===== src/rtl/dct_pkg.sv =====
// Package: shared types and helpers for the down-counter timer channel.
// Assumes an 8-bit control word whose field positions are fixed below.
package dct_pkg;

    localparam int CTRL_W = 8;

    // Control field bit positions
    localparam int B_EN     = 7;
    localparam int B_PER    = 6;
    localparam int B_IRQ    = 5;
    localparam int B_PRE_HI = 3;
    localparam int B_PRE_LO = 2;
    localparam int B_WIDE   = 1;
    localparam int B_ONE    = 0;

    localparam logic [CTRL_W-1:0] CTRL_RESET = 8'h20;
    localparam logic [CTRL_W-1:0] CTRL_MASK  = 8'hEF;

    typedef enum logic [1:0] {
        MODE_WRAP     = 2'd0,
        MODE_PERIODIC = 2'd1,
        MODE_ONESHOT  = 2'd2
    } run_mode_e;

    typedef struct packed {
        logic      enable;
        logic      wide;
        run_mode_e mode;
    } chan_cfg_t;

    // Decode the control word into the fields the counter needs
    function automatic chan_cfg_t decode_ctrl(input logic [CTRL_W-1:0] c);
        chan_cfg_t r;
        r.enable = c[B_EN];
        r.wide   = c[B_WIDE];
        if (c[B_ONE])
            r.mode = MODE_ONESHOT;
        else if (c[B_PER])
            r.mode = MODE_PERIODIC;
        else
            r.mode = MODE_WRAP;
        return r;
    endfunction

endpackage


===== src/rtl/dct_ctrl_reg.sv =====
// Control register: stores the control word and decodes it.
// Assumes the write strobe is already decoded by the bus block.
module dct_ctrl_reg
    import dct_pkg::*;
(
    input  logic              clk,
    input  logic              rst_n,
    input  logic              we,
    input  logic [CTRL_W-1:0] wdata,
    output logic [CTRL_W-1:0] ctrl_q,
    output chan_cfg_t         cfg
);

    // Hold the control word, masking off unused bits
    always_ff @(posedge clk) begin
        if (!rst_n)
            ctrl_q <= CTRL_RESET;
        else if (we)
            ctrl_q <= wdata & CTRL_MASK;
    end

    // Present decoded mode and width
    always_comb begin
        cfg = decode_ctrl(ctrl_q);
    end

endmodule


===== src/rtl/dct_reload.sv =====
// Reload register: holds the value used at periodic reloads.
// A background write wins over any direct write made before the next tick.
module dct_reload #(
    parameter int CNT_W = 32
) (
    input  logic             clk,
    input  logic             rst_n,
    input  logic             tick,
    input  logic             ld_we,
    input  logic [CNT_W-1:0] ld_data,
    input  logic             bg_we,
    input  logic [CNT_W-1:0] bg_data,
    output logic [CNT_W-1:0] reload_q
);

    logic bg_seen_q;

    // Remember a background write until the next tick
    always_ff @(posedge clk) begin
        if (!rst_n)
            bg_seen_q <= 1'b0;
        else if (bg_we)
            bg_seen_q <= 1'b1;
        else if (tick)
            bg_seen_q <= 1'b0;
    end

    // Update the reload value, background write first
    always_ff @(posedge clk) begin
        if (!rst_n)
            reload_q <= '0;
        else if (bg_we)
            reload_q <= bg_data;
        else if (ld_we && !bg_seen_q)
            reload_q <= ld_data;
    end

endmodule


===== src/rtl/dct_core.sv =====
// Count datapath: decrement, zero detect, wrap/reload/halt, event pulse.
// Assumes tick is a single-cycle qualified pulse; narrow mode uses the low
// NARROW_W bits and leaves the upper bits alone.
module dct_core
    import dct_pkg::*;
#(
    parameter int CNT_W    = 32,
    parameter int NARROW_W = 16
) (
    input  logic             clk,
    input  logic             rst_n,
    input  logic             tick,
    input  chan_cfg_t        cfg,
    input  logic             ld_we,
    input  logic [CNT_W-1:0] ld_data,
    input  logic [CNT_W-1:0] reload,
    output logic [CNT_W-1:0] count_q,
    output logic             evt_q
);

    localparam int UPPER_W = CNT_W - NARROW_W;

    logic             halt_q;
    logic [CNT_W-1:0] count_d;
    logic             halt_d;
    logic             evt_d;
    logic             at_zero;
    logic             step;
    logic [CNT_W-1:0] dec_val;
    logic [CNT_W-1:0] wrap_val;
    logic [CNT_W-1:0] rld_val;

    // Build width-dependent next values
    generate
        if (UPPER_W > 0) begin : g_split
            always_comb begin
                at_zero  = cfg.wide ? (count_q == '0)
                                    : (count_q[NARROW_W-1:0] == '0);
                dec_val  = cfg.wide ? count_q - 1'b1
                                    : {count_q[CNT_W-1:NARROW_W],
                                       count_q[NARROW_W-1:0] - 1'b1};
                wrap_val = cfg.wide ? '1
                                    : {count_q[CNT_W-1:NARROW_W], {NARROW_W{1'b1}}};
                rld_val  = cfg.wide ? reload
                                    : {count_q[CNT_W-1:NARROW_W],
                                       reload[NARROW_W-1:0]};
            end
        end else begin : g_flat
            always_comb begin
                at_zero  = (count_q == '0);
                dec_val  = count_q - 1'b1;
                wrap_val = '1;
                rld_val  = reload;
            end
        end
    endgenerate

    // Choose next count, halt and event
    always_comb begin
        step    = tick && cfg.enable && !halt_q;
        count_d = count_q;
        halt_d  = halt_q;
        evt_d   = 1'b0;
        if (ld_we) begin
            count_d = ld_data;
            halt_d  = 1'b0;
        end else if (step) begin
            if (at_zero) begin
                evt_d = 1'b1;
                unique case (cfg.mode)
                    MODE_ONESHOT:  halt_d  = 1'b1;
                    MODE_PERIODIC: count_d = rld_val;
                    default:       count_d = wrap_val;
                endcase
            end else begin
                count_d = dec_val;
            end
        end
    end

    // Register count, halt flag and event
    always_ff @(posedge clk) begin
        if (!rst_n) begin
            count_q <= '1;
            halt_q  <= 1'b0;
            evt_q   <= 1'b0;
        end else begin
            count_q <= count_d;
            halt_q  <= halt_d;
            evt_q   <= evt_d;
        end
    end

endmodule


===== src/rtl/dct_timer.sv =====
// Top of one down-counter timer channel: control register, reload register
// and count datapath. Assumes one clock, synchronous active-low reset and
// strobes decoded by a neighbouring bus block.
module dct_timer
    import dct_pkg::*;
#(
    parameter int CNT_W    = 32,
    parameter int NARROW_W = 16
) (
    input  logic              clk,
    input  logic              rst_n,
    input  logic              tick,
    input  logic              ctrl_we,
    input  logic [CTRL_W-1:0] ctrl_wdata,
    input  logic              ld_we,
    input  logic [CNT_W-1:0]  ld_data,
    input  logic              bg_we,
    input  logic [CNT_W-1:0]  bg_data,
    output logic [CNT_W-1:0]  count_o,
    output logic [CNT_W-1:0]  reload_o,
    output logic [CTRL_W-1:0] ctrl_o,
    output logic              zero_evt
);

    chan_cfg_t cfg;

    dct_ctrl_reg u_ctrl (
        .clk    (clk),
        .rst_n  (rst_n),
        .we     (ctrl_we),
        .wdata  (ctrl_wdata),
        .ctrl_q (ctrl_o),
        .cfg    (cfg)
    );

    dct_reload #(.CNT_W(CNT_W)) u_reload (
        .clk      (clk),
        .rst_n    (rst_n),
        .tick     (tick),
        .ld_we    (ld_we),
        .ld_data  (ld_data),
        .bg_we    (bg_we),
        .bg_data  (bg_data),
        .reload_q (reload_o)
    );

    dct_core #(.CNT_W(CNT_W), .NARROW_W(NARROW_W)) u_core (
        .clk     (clk),
        .rst_n   (rst_n),
        .tick    (tick),
        .cfg     (cfg),
        .ld_we   (ld_we),
        .ld_data (ld_data),
        .reload  (reload_o),
        .count_q (count_o),
        .evt_q   (zero_evt)
    );

endmodule


===== config.mk =====
export PLATFORM = sky130hd
export DESIGN_NAME = dct_timer
export DESIGN_NICKNAME = d
export VERILOG_FILES = /design/src/rtl/dct_pkg.sv /design/src/rtl/dct_ctrl_reg.sv /design/src/rtl/dct_reload.sv /design/src/rtl/dct_core.sv /design/src/rtl/dct_timer.sv
export SDC_FILE = /design/constraint.sdc
export NUM_CORES = 1
export LEC_CHECK = 0
export BUFFER_PORTS_ARGS = -buffer_cell sky130_fd_sc_hd__buf_2
export CORE_MARGIN = 1.5
export CORE_UTILIZATION = 50
export DETAILED_ROUTE_END_ITERATION = 12
export PLACE_DENSITY = 0.79
export RECOVER_POWER = 25
export SLEW_MARGIN = 20
export SYNTH_ARGS = -nofsm -noshare
export SYNTH_HDL_FRONTEND = slang
export SYNTH_SLANG_ARGS = --single-unit

===== constraint.sdc =====
create_clock -name clk -period 5 [get_ports clk]
set_input_delay 0.25 -clock clk [delete_from_list [all_inputs] [get_ports clk]]
set_output_delay 0.25 -clock clk [all_outputs]
set_load 0.02 [all_outputs]

==> results.toml <==
[status]
status = "finished, violations left"
violations = "capacitance limit, slew limit"

[die]
core_area_um2 = 8678
ios = 151
initial_core_util = 0.5114
rows = 34
die-width_um = 97.21
die_h_um = 97.21
dieArea_um2 = 9450

[clock_network]
numCtsBuffers = 9
clock_sinks = 74
cts-root-buf = "clkbuf_8"
cts_setup_buffers = 0
clk_pin_slew_ns = 0.09
cts_tree = "yes"
cts_hold_buf = 0
clk_path_buf_depth = 2
clk_latency_ns = 0.36
cts.htree.levels = 3
cts_resized = 0

[final_layout]
antenna_cells = 0
layout-drive-gt1-share = 0.2174
stdcell_area_um2 = 5321
synthToLayoutAreaGrowth_pct = 19.90
nets = 788
fill_cells = 816
final-instance-count-excl-fill = 821

[placement]
io_buffers = 148
dpl.cell_count = 805
place_area_um2 = 5156
place_hpwl_um = 9553
gp_congestion = 0.8790

[grt]
grt_pass1_wl_um = 22610
first_global_vias = 4601
grt_usage = 0.2887
antenna_found_initial = 0
grt_start_max_net_pins = 74
grt.met1_usage = 0.4016
use_met2 = 0.4449
use_met3 = 0.03597
overflow = 0
grt.busiest_layer = "met2"

[sta]
slew-limit-headroom = -0.7880
hold_viol = 0
setup_tns_ns = 0
min_period_ns = 3.331
drv_slew = 74
period_share = 0.6662
finalSetupViolCount = 0
tightestPinTransition_ns = 2.682
fmax_ghz = 0.3002
rsz0062_at_grt = "false"
skew_ns = 0.01287

[synth]
async_flop_share = 0
syn_nets = 673
synth-edff-count = 0
seq_area_frac_synth = 0.3338
ys_ff_latch = 74
yosysMostFrequentCell = "nand2_1"
synth_warnings = 0
synth-main-ff-cell = "dfxtp_1"
synthCells = 593
synth_common_cells = "nand2_1, dfxtp_1, nor2_1"
syn-cell-area_um2 = 4438
synth_area_leader_cell = "dfxtp_1"
yosysUniqueCellTypes = 56
synth.top_cell.area_share = 0.3338
synth.area.top_cells = "dfxtp_1, nand2_1, mux2i_1, and2_1, o21ai_0"
synth_area_per_cell_um2 = 7.484

[routing]
drt-wirelength-per-cell_um = 16.79
routed_wirelength_um = 13790
num_vias = 4856
drc = 0
ant_nets = 0
dr.pass1.iters = 6
vias_per_cell = 5.915
drtIter0Drc = 466

[critical_path]
critical_path_arrival_ns = 3.47
cp_top_family = "simple AND/OR/NAND/NOR gates"
path_common_cell = "a21oi_1"
critPathMaxStageDelay_ns = 0.74
path_buf_inv = 1
critPathRequiredTime_ns = 5.14
path_class = "flip-flop to flip-flop"
cp_max_fo = 25
cpMaxStageDelayCell = "nor4_1"
cp-start-kind = "flip-flop"
critPathCaptureType = "flip-flop"
cp_cell_sequence = "nor4_1, and3b_1, a21o_1, nand4_1, buf_4, or3_1, a21oi_1, a21oi_1"

[power]
cellPowerDensity_nw_per_um2 = 275.9
ir_drop_mv = 0.1193
p_leak_nw = 2.169
total_power_w = 0.001468

[hold_path]
hp-class = "input pin to flip-flop"

[flow_run]
drv_cap = 1
## cell usage in the layout, fill, tap and decap left out, types with 14 or more instances in the layout
cell and count:
a21oi_1 36, nor2_1 51, mux2i_1 29, clkbuf_1 31, o21ai_0 42, dfxtp_1 74, xnor2_1 15, nand2_1 92
buf_2 119, and2_1 35, o211ai_1 14, inv_1 15
## through the flow
| step | hold WS [ns] | util | setup WS (ns) |
|---|---|---|---|
| floorplan | 0.3723 | - | 2.263 |
| global placement | 0.4478 | 0.5941 | 1.979 |
| finish | 0.1190 | 0.6132 | 1.669 |
| global route | 0.1512 | 0.6132 | 1.459 |
| detailed placement | 0.4618 | 0.5941 | 1.862 |
| CTS | 0.1213 | 0.6178 | 1.842 |
## final timing paths
path | depth (start not counted) | from | to | slack [ns]
worst max-delay path | 8 | u_core.count_q[19]$_SDFFE_PN1P_ | u_core.count_q[6]$_SDFFE_PN1P_ | 1.67
worst min register to register | 2 | u_ctrl.ctrl_q[5]$_SDFFE_PN1P_ | u_ctrl.ctrl_q[5]$_SDFFE_PN1P_ | 0.49
worst min-delay path | 3 | ctrl_wdata[5] | u_ctrl.ctrl_q[5]$_SDFFE_PN1P_ | 0.12
worst max register to register | 8 | u_core.count_q[19]$_SDFFE_PN1P_ | u_core.count_q[6]$_SDFFE_PN1P_ | 1.67
## area by class of cell
cell class                      instances  area (µm²)  area share
Inverter                               15       56.30     0.01058
Tap cell                              108       135.1     0.02539
Timing Repair Buffer                  152       730.7      0.1373
Multi-Input combinational cell        456        2713      0.5098
Clock inverter                          4       50.05    0.009405
Sequential cell                        74        1481      0.2784
Clock buffer                           12       155.1     0.02916
## metal layers
layer	vias to the layer above	wire, µm
met3	46	1101
met1	2218	6053
met4	0	488
li1	2318	-
met2	274	6144
met5	-	0
## worst min-delay path: stages
cell and delay [ns]:
buf_2 0.08, mux2i_1 0.06, nand2_1 0.06
## power breakdown
group          total [W]  switching [W]  internal (W)
Sequential      0.000678      0.0000485      0.000629
Combinational   0.000298       0.000180      0.000118
Clock           0.000492       0.000235      0.000257
Total            0.00147       0.000464       0.00100
## logic make-up (layout without fill, tap and decap cells)
| family | after synthesis | after routing | share of synthesized area |
|---|---|---|---|
| AO/OA/AOI/OAI | 141 | 141 | 0.2019 |
| XOR/XNOR | 21 | 21 | 0.04144 |
| adder cells (fa/ha/maj) | 2 | 2 | 0.005638 |
| buffers and inverters | 63 | 183 | 0.05667 |
| flip-flops | 74 | 74 | 0.3338 |
| multiplexers | 29 | 29 | 0.06541 |
| other | 1 | 1 | 0.0008450 |
| AND/OR/NAND/NOR | 262 | 262 | 0.2943 |
## registers in the layout, summed over array words and instances, names as in the netlist
name,count
u_core.count_q,32
u_reload.reload_q,32
u_ctrl.ctrl_q,7
u_core.evt_q,1
u_core.halt_q,1
u_reload.bg_seen_q,1
(Power assumes the default switching activity.)
